## config.mk

```make
export PLATFORM = sky130hd
export DESIGN_NAME = evpkt_framer
export DESIGN_NICKNAME = d
export VERILOG_FILES = /design/src/rtl/evpkt_pkg.sv /design/src/rtl/evpkt_buf.sv /design/src/rtl/evpkt_pend.sv /design/src/rtl/evpkt_tx.sv /design/src/rtl/evpkt_framer.sv
export SDC_FILE = /design/constraint.sdc
export NUM_CORES = 1
export LEC_CHECK = 0
export BUFFER_PORTS_ARGS = -buffer_cell sky130_fd_sc_hd__clkbuf_2
export CAP_MARGIN = 20
export CORE_ASPECT_RATIO = 2
export CORE_UTILIZATION = 67
export DETAILED_ROUTE_END_ITERATION = 16
export GPL_TIMING_DRIVEN = 0
export PLACE_DENSITY = 0.84
export SYNTH_ARGS = -nofsm -noshare
export SYNTH_HDL_FRONTEND = slang
export SYNTH_HIERARCHICAL = 1
export SYNTH_SLANG_ARGS = --single-unit
```

## constraint.sdc

```tcl
create_clock -name clk -period 9.6 [get_ports clk]
set_input_delay 0.48 -clock clk [delete_from_list [all_inputs] [get_ports clk]]
set_output_delay 0.48 -clock clk [all_outputs]
set_load 0.02 [all_outputs]
```

## src/rtl/evpkt_pkg.sv

```systemverilog
package evpkt_pkg;
  typedef enum logic [1:0] {
    SYM_IDLE = 2'd0,
    SYM_CEXT = 2'd1,
    SYM_DATA = 2'd2,
    SYM_ERR  = 2'd3
  } sym_e;

  typedef enum logic [1:0] {
    TX_IDLE,
    TX_OPEN,
    TX_BODY,
    TX_CLOSE
  } tx_st_e;
endpackage

```

## src/rtl/evpkt_buf.sv

```systemverilog
module evpkt_buf #(
  parameter int WORD_W = 16,
  parameter int DEPTH  = 32
) (
  input  logic              clk,
  input  logic              rst_n,
  input  logic              wr_valid,
  output logic              wr_ready,
  input  logic [WORD_W-1:0] wr_data,
  input  logic              wr_last,
  input  logic              wr_empty,
  input  logic              pop,
  output logic [WORD_W-1:0] head_data,
  output logic              head_last,
  output logic              head_empty,
  output logic              evt_avail
);
  localparam int AW = (DEPTH > 1) ? $clog2(DEPTH) : 1;
  localparam int CW = $clog2(DEPTH + 1);
  localparam int EW = WORD_W + 2;

  logic [EW-1:0] mem [DEPTH];
  logic [AW-1:0] wr_ptr, rd_ptr;
  logic [CW-1:0] fill, evt_cnt;
  logic          wr_fire, wr_eoe, rd_eoe;

  assign wr_ready  = (fill != CW'(DEPTH));
  assign wr_fire   = wr_valid && wr_ready;
  assign wr_eoe    = wr_last || wr_empty;
  assign head_data  = mem[rd_ptr][WORD_W-1:0];
  assign head_last  = mem[rd_ptr][WORD_W];
  assign head_empty = mem[rd_ptr][WORD_W+1];
  assign rd_eoe    = head_last || head_empty;
  assign evt_avail = (evt_cnt != '0);

  function automatic logic [AW-1:0] step(input logic [AW-1:0] p);
    return (p == AW'(DEPTH - 1)) ? '0 : p + 1'b1;
  endfunction

  always_ff @(posedge clk) begin
    if (wr_fire) mem[wr_ptr] <= {wr_empty, wr_eoe, wr_data};
  end

  always_ff @(posedge clk) begin
    if (!rst_n) begin
      wr_ptr  <= '0;
      rd_ptr  <= '0;
      fill    <= '0;
      evt_cnt <= '0;
    end else begin
      if (wr_fire) wr_ptr <= step(wr_ptr);
      if (pop)     rd_ptr <= step(rd_ptr);
      fill    <= fill + CW'(wr_fire) - CW'(pop);
      evt_cnt <= evt_cnt + CW'(wr_fire && wr_eoe) - CW'(pop && rd_eoe);
    end
  end
endmodule

```

## src/rtl/evpkt_pend.sv

```systemverilog
module evpkt_pend #(
  parameter int PEND_W = 4
) (
  input  logic              clk,
  input  logic              rst_n,
  input  logic              inc,
  input  logic              dec,
  output logic [PEND_W-1:0] cnt,
  output logic              nonzero
);
  assign nonzero = (cnt != '0);

  always_ff @(posedge clk) begin
    if (!rst_n) cnt <= '0;
    else if (inc && !dec) cnt <= cnt + 1'b1;
    else if (dec && !inc) cnt <= cnt - 1'b1;
  end
endmodule

```

## src/rtl/evpkt_tx.sv

```systemverilog
module evpkt_tx
  import evpkt_pkg::*;
#(
  parameter int WORD_W = 16
) (
  input  logic              clk,
  input  logic              rst_n,
  input  logic              start_ok,
  input  logic [WORD_W-1:0] head_data,
  input  logic              head_last,
  input  logic              head_empty,
  output logic              pop,
  output logic              start,
  output logic [1:0]        sym_type,
  output logic [WORD_W-1:0] sym_data
);
  tx_st_e            st, st_nx;
  logic              last_sent, last_nx;
  sym_e              type_nx;
  logic [WORD_W-1:0] data_nx;

  always_comb begin
    st_nx   = st;
    last_nx = last_sent;
    type_nx = SYM_IDLE;
    data_nx = '0;
    pop     = 1'b0;
    start   = 1'b0;
    unique case (st)
      TX_IDLE: if (start_ok) begin
        start   = 1'b1;
        type_nx = SYM_CEXT;
        st_nx   = TX_OPEN;
      end
      TX_OPEN: begin
        pop = 1'b1;
        if (head_empty) begin
          type_nx = SYM_CEXT;
          st_nx   = TX_CLOSE;
        end else begin
          type_nx = SYM_DATA;
          data_nx = head_data;
          last_nx = head_last;
          st_nx   = TX_BODY;
        end
      end
      TX_BODY: begin
        if (last_sent) begin
          type_nx = SYM_CEXT;
          st_nx   = TX_CLOSE;
        end else begin
          pop     = 1'b1;
          type_nx = SYM_DATA;
          data_nx = head_data;
          last_nx = head_last;
        end
      end
      TX_CLOSE: st_nx = TX_IDLE;
      default:  st_nx = TX_IDLE;
    endcase
  end

  always_ff @(posedge clk) begin
    if (!rst_n) begin
      st        <= TX_IDLE;
      last_sent <= 1'b0;
      sym_type  <= SYM_IDLE;
      sym_data  <= '0;
    end else begin
      st        <= st_nx;
      last_sent <= last_nx;
      sym_type  <= type_nx;
      sym_data  <= data_nx;
    end
  end
endmodule

```

## src/rtl/evpkt_framer.sv

```systemverilog
module evpkt_framer #(
  parameter int WORD_W = 16,
  parameter int DEPTH  = 32,
  parameter int PEND_W = 4
) (
  input  logic              clk,
  input  logic              rst_n,
  input  logic              trig_accept,
  input  logic              in_valid,
  output logic              in_ready,
  input  logic [WORD_W-1:0] in_data,
  input  logic              in_last,
  input  logic              in_empty,
  output logic [1:0]        sym_type,
  output logic [WORD_W-1:0] sym_data
);
  logic [WORD_W-1:0] head_data;
  logic              head_last, head_empty, evt_avail;
  logic              pop, pkt_start, pend_nz;
  logic [PEND_W-1:0] pend_cnt;

  evpkt_buf #(.WORD_W(WORD_W), .DEPTH(DEPTH)) u_buf (
    .clk(clk), .rst_n(rst_n),
    .wr_valid(in_valid), .wr_ready(in_ready), .wr_data(in_data),
    .wr_last(in_last), .wr_empty(in_empty),
    .pop(pop), .head_data(head_data), .head_last(head_last),
    .head_empty(head_empty), .evt_avail(evt_avail)
  );

  evpkt_pend #(.PEND_W(PEND_W)) u_pend (
    .clk(clk), .rst_n(rst_n),
    .inc(trig_accept), .dec(pkt_start),
    .cnt(pend_cnt), .nonzero(pend_nz)
  );

  evpkt_tx #(.WORD_W(WORD_W)) u_tx (
    .clk(clk), .rst_n(rst_n),
    .start_ok(pend_nz && evt_avail),
    .head_data(head_data), .head_last(head_last), .head_empty(head_empty),
    .pop(pop), .start(pkt_start),
    .sym_type(sym_type), .sym_data(sym_data)
  );
endmodule

```

==> results by group, run 1 <==
Run status
  – Outcome: finished clean

Power and ir drop
  – Leak: just under 9 nW
  – PwrDens: 231 mW/mm²
  – Peak VDD IR: 0.220 mV

Clocking
  – Clock slew at reported path FFs: ~0.070 ns
  – H-tree level count: 2
  – Clock sink total: 628
  – Root buffer cell: clkbuf_16
  – Total CTS buffers: 48
  – Hold buffers post-CTS: 0
  – Clock latency on the worst-skew pair: 0.59 ns
  – CTS tree: done
  – Clk buf depth: 3
  – Number of gates resized after CTS: 0
  – # Post-CTS Setup Buffers: 0

Timing
  – Actual slew at the worst max-slew pin: 1.18 ns
  – Max Slew Vio Count: 0
  – Fin Setup TNS: 0 ns
  – Clock skew: ~0.012 ns
  – Fin. Hold Viols: 0
  – RSZ-0062 raised after global routing: false
  – Max_slew headroom: 0.211
  – Final period util: 0.474
  – # setup viols final: 0
  – Max Freq: between 200 and 250 MHz
  – Post-layout min period: 4.55 ns

Place
  – IO Port Bufs: 40
  – Detailed Place HPWL: 37500 µm
  – Routability-driven placement congestion ratio: 0.843

Routing
  – DR pass1 iterations: 7
  – DRT iter0 DRCs: around 1500
  – Wirelength, routed: 61100 µm
  – Post-route antenna net violation count: 0
  – DRC violations left: 0
  – Via density: 7.15
  – DR vias: 12800
  – Routed len/inst: 34.2 µm

Yosys
  – Synthesized area: 0.0246 mm²
  – Synth cell count leaders: edfxtp_1 (576), mux4_2 (160), dfxtp_1 (52)
  – Most numerous cell in the Yosys netlist: edfxtp_1
  – Area contributors post-synth: edfxtp_1 (70%), mux4_2 (15%), dfxtp_1 (4.2%), ha_1 (1.7%), mux2i_1 (1.5%)
  – Adder-cell area share of the yosys netlist: 0.0192
  – Post-synthesis average cell area: 21.0 µm²
  – Post-synthesis compound-gate area fraction: 0.0170
  – #FFs+latches synth: ~630
  – XOR/XNOR Fraction of Synth Area: 0.00285
  – Largest family of logic cells by synthesized area: multiplexers
  – Cell variety after synth: 50
  – Dominant cell type by area after synthesis: edfxtp_1
  – EDFF count, synth: 576
  – Most used DFF post-synth: edfxtp_1
  – Yosys warning total: 6
  – Synth top area share: 0.703
  – Post-synth ARST share: 0
  – Mux contribution to synthesized area: 0.169
  – Post-synthesis simple-gate area fraction: 0.0313
  – Register area share after synthesis: 0.746
  – Post-Syn Instances: 1170
  – Syn Nets: approximately 1200

Worst hold path
  – Hold Path Class: input port to flip-flop

Cells and area
  – Share of cells above drive strength 1: 0.292
  – Final core utilization: 0.770
  – Nets: 1352
  – Area delta synth->final: 12.5%

Global route
  – Initial antenna violation count: 1
  – Largest net degree at the start of global routing: 34
  – GRT Util Overall: 0.348
  – Vias in the first global route: 13200
  – GR Overflow Total: 0
  – First-pass GRT wire length: about 89000 µm

Die
  – Die Ht: 273 µm
  – Die X-Extent: about 140 µm
  – # rows: between 90 and 100
  – Core area: 0.0359 mm²
  – # IOs: between 40 and 50
  – Starting density of the core: 0.685
  – Die ar.: 0.0375 mm²

Setup path
  – Cell with the most instances on the worst path: inv_1
  – Crit-path slowest cell: clkbuf_1
  – Cell Chain, Critical Path: clkbuf_1, clkbuf_1, mux2i_1, a22oi_1, nand2_1, o22ai_1, a211o_1, o21a_1, ha_1, inv_1, ha_1, inv_1, fa_1, inv_1, a21oi_1, nor2_1, or3_1, and3_1
  – Critical path data required time: 10.08 ns
  – Reg2reg end: u_buf/evt_cnt[4]
  – Reg2reg path depth: 18
  – Worst Setup End Kind: flip-flop
  – CP Launch Type: flip-flop
  – Worst EP arrival: 5.03 ns
  – WS Path Type: flip-flop to flip-flop
  – Reg2reg setup slack: 5.05 ns
  – CP max FO: 10
  – Worst setup path end: u_buf/evt_cnt[4]
  – CP peak stage delay: roughly 0.92 ns

Flow run
  – Max Cap Viol: 0
## metrics by stage
stage	worst slack [ns]	hold slack (ns)	power, mW	cell area [µm²]	instances
finish	5.05	0.323	6.39	27700	1785
global route	4.99	0.345	6.57	27700	1784
CTS	5.12	0.338	6.39	27600	1782
detailed placement	5.20	0.480	4.29	26000	1692
global placement	5.33	0.452	4.23	25400	1660
floorplan	6.24	0.440	3.96	24600	1170
## layout by cell type, fill, tap and decap left out, types with 22 or more instances in the layout
cell type  synthesis  layout
and2_1            32      32
mux4_2           160     160
clkbuf_1          30      36
nor2_2             0      32
inv_1             22      22
mux2i_1           37      37
buf_8              0      29
edfxtp_1         576     576
ha_1              33      33
clkbuf_16          0      49
clkbuf_2           0      40
dfxtp_1           52      52
## cells by family (layout without fill, tap and decap cells)
group,count (synthesis),count (layout)
AO/OA/AOI/OAI,63,63
XOR/XNOR,8,8
adder cells (fa/ha/maj),36,36
buffers and inverters,78,242
flip-flops,628,628
multiplexers,213,213
other,0,1
AND/OR/NAND/NOR,144,144
## worst min-delay path by stage
stage	start	to	slack [ns]	depth (start not counted)
floorplan	u_pend/cnt[3]	u_pend/cnt[3]	0.44	2
global placement	u_pend/cnt[3]	u_pend/cnt[3]	0.45	2
detailed placement	u_pend/cnt[3]	u_pend/cnt[3]	0.48	2
CTS	rst_n	u_pend/cnt[1]	0.34	2
global route	rst_n	u_tx/st[1]	0.35	2
finish	rst_n	u_tx/sym_data[10]	0.32	3
## final cells by class
cell class	instances	area, µm²
antenna	1	2.50
buffer	55	287
sequential	628	18300
tap	450	563
timing repair buffer	74	773
multi-input combinational	464	5970
fill	1716	8250
clock buffer	55	1250
clock inverter	35	412
inverter	23	86.3
## sequential cells by signal, indices dropped and copies added (netlist names), named ones only
register / count
u_pend/cnt: 4
u_tx/sym_data: 16
u_buf/evt_cnt: 6
u_buf/fill: 6
u_buf/rd_ptr: 5
u_tx/st: 2
u_buf/wr_ptr: 5
u_buf/mem: 576
u_tx/sym_type: 2
u_tx/last_sent: 1
## where the power goes
group          total (mW)  switching [mW]  leakage, nW  internal (mW)
clock                2.13           0.966        0.789           1.16
combinational        1.16           0.618         2.29          0.539
sequential           3.10          0.0417         5.61           3.06
total                6.39            1.63         8.69           4.76
## worst max-delay path, delay by kind of cell (launching register included)
| kind | cells | cell delay (ns) |
|---|---|---|
| AO/OA/AOI/OAI | 5 | 0.94 |
| multiplexers | 1 | 0.37 |
| flip-flops | 1 | 0.32 |
| buffers and inverters | 5 | 1.44 |
| AND/OR/NAND/NOR | 4 | 0.67 |
| adder cells (fa/ha/maj) | 3 | 0.69 |
## routing by layer
| metal | track usage | vias up | share of wire |
|---|---|---|---|
| li1 | - | 5007 | - |
| met1 | 0.400 | 6551 | 0.30 |
| met2 | 0.600 | 940 | 0.54 |
| met3 | 0.0599 | 264 | 0.087 |
| met4 | 0.212 | 0 | 0.069 |
| met5 | 0 | - | 0 |
(Power assumes the default switching activity.)
==> run 2: changes to the inputs <==
Settings changed: CORE_UTILIZATION 67 to 56, PLACE_DENSITY 0.84 to 0.75.
Clock period 9.6 ns to 3.9 ns, I/O delays scaled along.
==> results by group, run 2 (synthesized netlist as in run 1, its figures left out) <==
Cells and area
  – Commonest non-fill, non-tap cell in the layout: edfxtp_1
  – Reg with most FFs: u_buf/mem
  – Max FFs per register: 576
  – Top Registers: u_buf/mem: 576 flops, u_tx/sym_data: 16 flops
  – Nets: 1352
  – Final core utilization: 0.641
  – Commonest non-fill, non-tap cells in the layout: edfxtp_1 (576), mux4_2 (160), dfxtp_1 (50)
  – Layout Cells excl Fill: 1882
  – Ant diodes: 0
  – Area delta synth->final: 13.0%
  – Share of cells above drive strength 1: 0.291

Routing
  – DR vias: 12200
  – Post-route antenna net violation count: 0
  – DR pass1 iterations: 5
  – Met1 Wirelength: 18900 µm
  – Wirelength, routed: between 50000 and 60000 µm
  – Via density: 6.48
  – DRT iter0 DRCs: 1180
  – Metal3 WL: approximately 3200 µm
  – DR WL met2: around 32000 µm
  – Routed len/inst: 30.7 µm
  – Top layer in use: met4
  – DRC violations left: 0

Die
  – # IOs: 41
  – Die Ht: between 200 and 300 µm
  – Die ar.: 0.0448 mm²
  – Starting density of the core: 0.567
  – Die X-Extent: 150 µm
  – # rows: around 110
  – Core area: approximately 0.043 mm²

Place
  – Setup WS pre-CTS: -0.402 ns
  – Detailed Place HPWL: 38400 µm
  – Routability-driven placement congestion ratio: 0.820
  – Placed Instances: 1791
  – IO Port Bufs: 40

Global route
  – Vias in the first global route: 12600
  – Initial antenna violation count: 0
  – Largest net degree at the start of global routing: 34
  – GR Overflow Total: 0
  – First-pass GRT wire length: 83400 µm
  – GRT Util Overall: 0.270

Clocking
  – Clock latency on the worst-skew pair: around 0.58 ns
  – Hold buffers post-CTS: 0
  – H-tree level count: 2
  – Clock slew at reported path FFs: ~0.070 ns
  – Total CTS buffers: between 40 and 50
  – Clk buf depth: 3
  – Root buffer cell: clkbuf_16
  – Clock sink total: 628
  – CTS tree: done

Timing
  – Clock skew: 0.0153 ns
  – Hold_ws: between 0.06 and 0.07 ns
  – Max_slew headroom: 0.253
  – Final period util: 0.952
  – Max Freq: 269 MHz
  – Fin. Hold Viols: 0
  – Max Slew Vio Count: 0
  – Final WS setup: 0.189 ns
  – Actual slew at the worst max-slew pin: 1.12 ns
  – Post-layout min period: 3.71 ns
  – # setup viols final: 0
  – Fin Setup TNS: 0 ns

Power and ir drop
  – Peak VDD IR: 0.453 mV
  – Leak: between 8 and 9 nW
  – PwrDens: 555 mW/mm²

Setup path
  – Critical path data required time: ~4.4 ns
  – Cell Chain, Critical Path: clkbuf_4, buf_4, mux2i_1, a22oi_1, nand2_1, o22ai_1, a211o_1, o21a_1, ha_1, inv_1, ha_1, inv_1, fa_1, inv_1, a21oi_1, nor2_1, or3_1, and3_1
  – Worst EP arrival: 4.18 ns
  – Crit-path slowest cell: dfxtp_2
  – Cell with the most instances on the worst path: inv_1
  – Critical path's top delay family: compound AO/OA/AOI/OAI gates
  – Worst Setup End Kind: flip-flop
  – CP peak stage delay: 0.41 ns
  – CP max FO: 10
  – CP Launch Type: flip-flop
  – WS Path Type: flip-flop to flip-flop
  – Worst Path Buf+Inv: 5

Run status
  – Outcome: finished clean

Flow run
  – Max Cap Viol: 0

Worst hold path
  – Hold Path Class: input port to flip-flop
run 2: timing repair:
action,4_1_cts,5_1_grt
resized for setup,11,9
buffers inserted,0,3
endpoints found under the setup margin,5,2
pin swaps,0,2
run 2: cell type report:
cell class | count | area, µm²
Tap cell | 550 | 688
Buffer | 52 | 307
Multi-Input combinational cell | 464 | 5980
Fill cell | 2768 | 15600
Inverter | 23 | 86.3
Sequential cell | 628 | 18300
Clock inverter | 19 | 224
Clock buffer | 70 | 1350
Timing Repair Buffer | 76 | 818
run 2: final timing paths:
kind,from,to,slack [ns],cells past startpoint
max,flip-flop,u_buf/evt_cnt[4],0.19,18
min,rst_n,u_tx/last_sent,0.06,3
max reg2reg,flip-flop,u_buf/evt_cnt[4],0.19,18
min reg2reg,u_pend/cnt[3],u_pend/cnt[3],0.49,2
run 2: where the power goes:
part | internal, mW | leakage (nW) | switching, mW
Sequential | 7.53 | 5.61 | 0.0968
Combinational | 1.35 | 2.33 | 1.48
Clock | 2.74 | 0.767 | 2.23
Total | 11.6 | 8.71 | 3.81
run 2: layer usage:
layer,vias up,global-route usage
li1,5004,-
met1,6406,0.304
met2,587,0.485
met3,194,0.0331
met4,0,0.157
met5,-,0
run 2: metrics by stage:
| step | power [mW] | area, µm² |
|---|---|---|
| 3_3_place_gp | 10.4 | 25500 |
| 5_1_grt | 15.9 | 27800 |
| 3_5_place_dp | 10.6 | 26100 |
| 4_1_cts | 15.5 | 27700 |
| 6_report | 15.4 | 27800 |
| 2_1_floorplan | 9.76 | 24600 |
run 2: worst reg2reg max path, stage by stage, from the launching register on:
cell and delay (ns):
dfxtp_2 0.41, clkbuf_4 0.26, buf_4 0.25, mux2i_1 0.28, a22oi_1 0.10, nand2_1 0.08
o22ai_1 0.06, a211o_1 0.36, o21a_1 0.25, ha_1 0.27, inv_1 0.04, ha_1 0.18
inv_1 0.09, fa_1 0.22, inv_1 0.05, a21oi_1 0.15, nor2_1 0.07, or3_1 0.31
and3_1 0.18
==> run 3: changes to the inputs <==
Settings changed: CORE_ASPECT_RATIO 2 to 0.7.
==> results by group, run 3 (synthesized netlist as in run 1, its figures left out) <==
Cells and area
  – Final Cell Area: 0.0281 mm²
  – Max FFs per register: between 500 and 600
  – Top Registers: u_buf/mem: 576 flops, u_tx/sym_data: 16 flops
  – Area delta synth->final: 14.4%
  – Reg with most FFs: u_buf/mem
  – Share of cells above drive strength 1: 0.303
  – Fill count: 2757
  – Commonest non-fill, non-tap cells in the layout: edfxtp_1 (576), mux4_2 (160), clkbuf_16 (61)
  – Nets: 1356
  – Ant diodes: 0
  – Layout Cells excl Fill: 1931
  – Commonest non-fill, non-tap cell in the layout: edfxtp_1

Die
  – # rows: 63
  – Die Ht: 177 µm
  – # IOs: 41
  – Die X-Extent: approximately 250 µm
  – Core area: about 0.043 mm²
  – Die ar.: roughly 0.045 mm²
  – Starting density of the core: 0.575

Routing
  – DR pass1 iterations: 5
  – DRT iter0 DRCs: approximately 1500
  – DR vias: around 12000
  – Post-route antenna net violation count: 0
  – Via density: about 6.3
  – Routed len/inst: 28.8 µm
  – DRC violations left: 0
  – Wirelength, routed: 55700 µm

Global route
  – GR Overflow Total: 0
  – Vias in the first global route: 12100
  – Initial antenna violation count: 0
  – GRT Util Overall: 0.258
  – First-pass GRT wire length: roughly 80000 µm
  – GR Util met1: 0.390
  – Largest net degree at the start of global routing: 34
  – Grt peak-use layer: met1
  – M3 GR Usage: 0.0609
  – Global routing usage on met2: 0.387

Place
  – Placed Instances: 1825
  – Detailed Place HPWL: 36100 µm
  – Setup WS pre-CTS: -0.409 ns
  – Routability-driven placement congestion ratio: 0.803
  – IO Port Bufs: 40
  – DP Area: roughly 0.026 mm²

Timing
  – Clock skew: 0.0242 ns
  – Final WS setup: 0.188 ns
  – # setup viols final: 0
  – Max Slew Vio Count: 0
  – Actual slew at the worst max-slew pin: 1.08 ns
  – Fin Setup TNS: 0 ns
  – Fin. Hold Viols: 0
  – Max Freq: 269 MHz
  – Post-layout min period: approximately 3.7 ns
  – Max_slew headroom: 0.278
  – Final period util: 0.952
  – RSZ-0062 raised after global routing: false

Power and ir drop
  – PwrDens: 571 mW/mm²
  – Leak: between 8 and 9 nW
  – Share of power burned in registers: 0.475
  – Combinational power share: 0.172
  – Peak VDD IR: 0.386 mV
  – Switching power: 3.94 mW
  – Clock power frac: 0.353
  – Internal: 12.1 mW
  – Net Sw Frac: 0.246

Setup path
  – Critical path data required time: about 4.4 ns
  – Worst EP arrival: 4.19 ns
  – CP Launch Type: flip-flop
  – Worst Setup End Kind: flip-flop
  – CP max FO: 10
  – WS Path Type: flip-flop to flip-flop

Clocking
  – Total CTS buffers: 56
  – Clock latency on the worst-skew pair: 0.60 ns
  – Clk buf depth: 3
  – CTS tree: done
  – Root buffer cell: clkbuf_16
  – H-tree level count: 2
  – Clock slew at reported path FFs: about 0.06 ns
  – Clock sink total: 628
  – # Post-CTS Setup Buffers: 0

Worst hold path
  – Hold Path Class: input port to flip-flop

Flow run
  – Max Cap Viol: 0

Run status
  – Outcome: finished clean
-- run 3: layout make-up --
| class | count | area [µm²] | area share |
|---|---|---|---|
| Sequential cell | 628 | 18300 | 0.652 |
| Buffer | 52 | 303 | 0.0108 |
| Inverter | 23 | 86.3 | 0.00307 |
| Tap cell | 585 | 732 | 0.0260 |
| Multi-Input combinational cell | 464 | 5980 | 0.213 |
| Clock buffer | 83 | 1710 | 0.0608 |
| Clock inverter | 23 | 201 | 0.00716 |
| Timing Repair Buffer | 73 | 792 | 0.0281 |
-- run 3: critical path, cell delays in order (launching register included) --
cell and delay, ns:
dfxtp_2 0.47, buf_4 0.24, buf_6 0.22, mux2i_1 0.27, a22oi_1 0.12, nand2_1 0.12
o22ai_1 0.08, a211o_1 0.32, o21a_1 0.20, ha_1 0.27, inv_1 0.04, ha_1 0.18
inv_1 0.08, fa_1 0.21, inv_1 0.06, a21oi_1 0.14, nor2_1 0.07, or3_1 0.31
and3_1 0.18
-- run 3: worst paths after layout --
kind	startpoint	end	slack, ns	cells after the start
setup reg to reg	flip-flop	u_buf/evt_cnt[4]	0.19	18
setup / recovery	flip-flop	u_buf/evt_cnt[4]	0.19	18
hold / removal	rst_n	u_tx/last_sent	0.06	3
hold reg to reg	u_pend/cnt[3]	u_pend/cnt[3]	0.47	2
-- run 3: timing repair --
action | 4_1_cts | 5_1_grt
endpoints found under the setup margin | 11 | 2
pin swaps | 0 | 0
hold buffers | 0 | 0
cloned | 0 | 0
resized for setup | 9 | 11
-- run 3: power groups by stage --
| stage | Clock [mW] | Sequential (mW) | Combinational (mW) |
|---|---|---|---|
| after floorplan | 0 | 7.78 | 1.98 |
| after global placement | 0 | 7.77 | 2.63 |
| after detailed placement | 0 | 7.77 | 2.75 |
| after CTS | 5.73 | 7.63 | 2.78 |
| after global routing | 5.97 | 7.65 | 3.02 |
| final | 5.66 | 7.63 | 2.77 |
-- run 3: metal layers --
metal / vias to the layer above / share of wire
met5: - / 0
met4: 0 / 0.018
met3: 78 / 0.11
met2: 663 / 0.46
met1: 6346 / 0.41
li1: 5046 / -
-- run 3: stage by stage --
stage | util | power [mW] | hold WS, ns
3_3_place_gp | 0.596 | 10.4 | 0.452
2_1_floorplan | - | 9.76 | 0.294
5_1_grt | 0.658 | 16.6 | 0.0926
4_1_cts | 0.656 | 16.2 | 0.0387
6_report | 0.658 | 16.1 | 0.0593
3_5_place_dp | 0.611 | 10.5 | 0.467
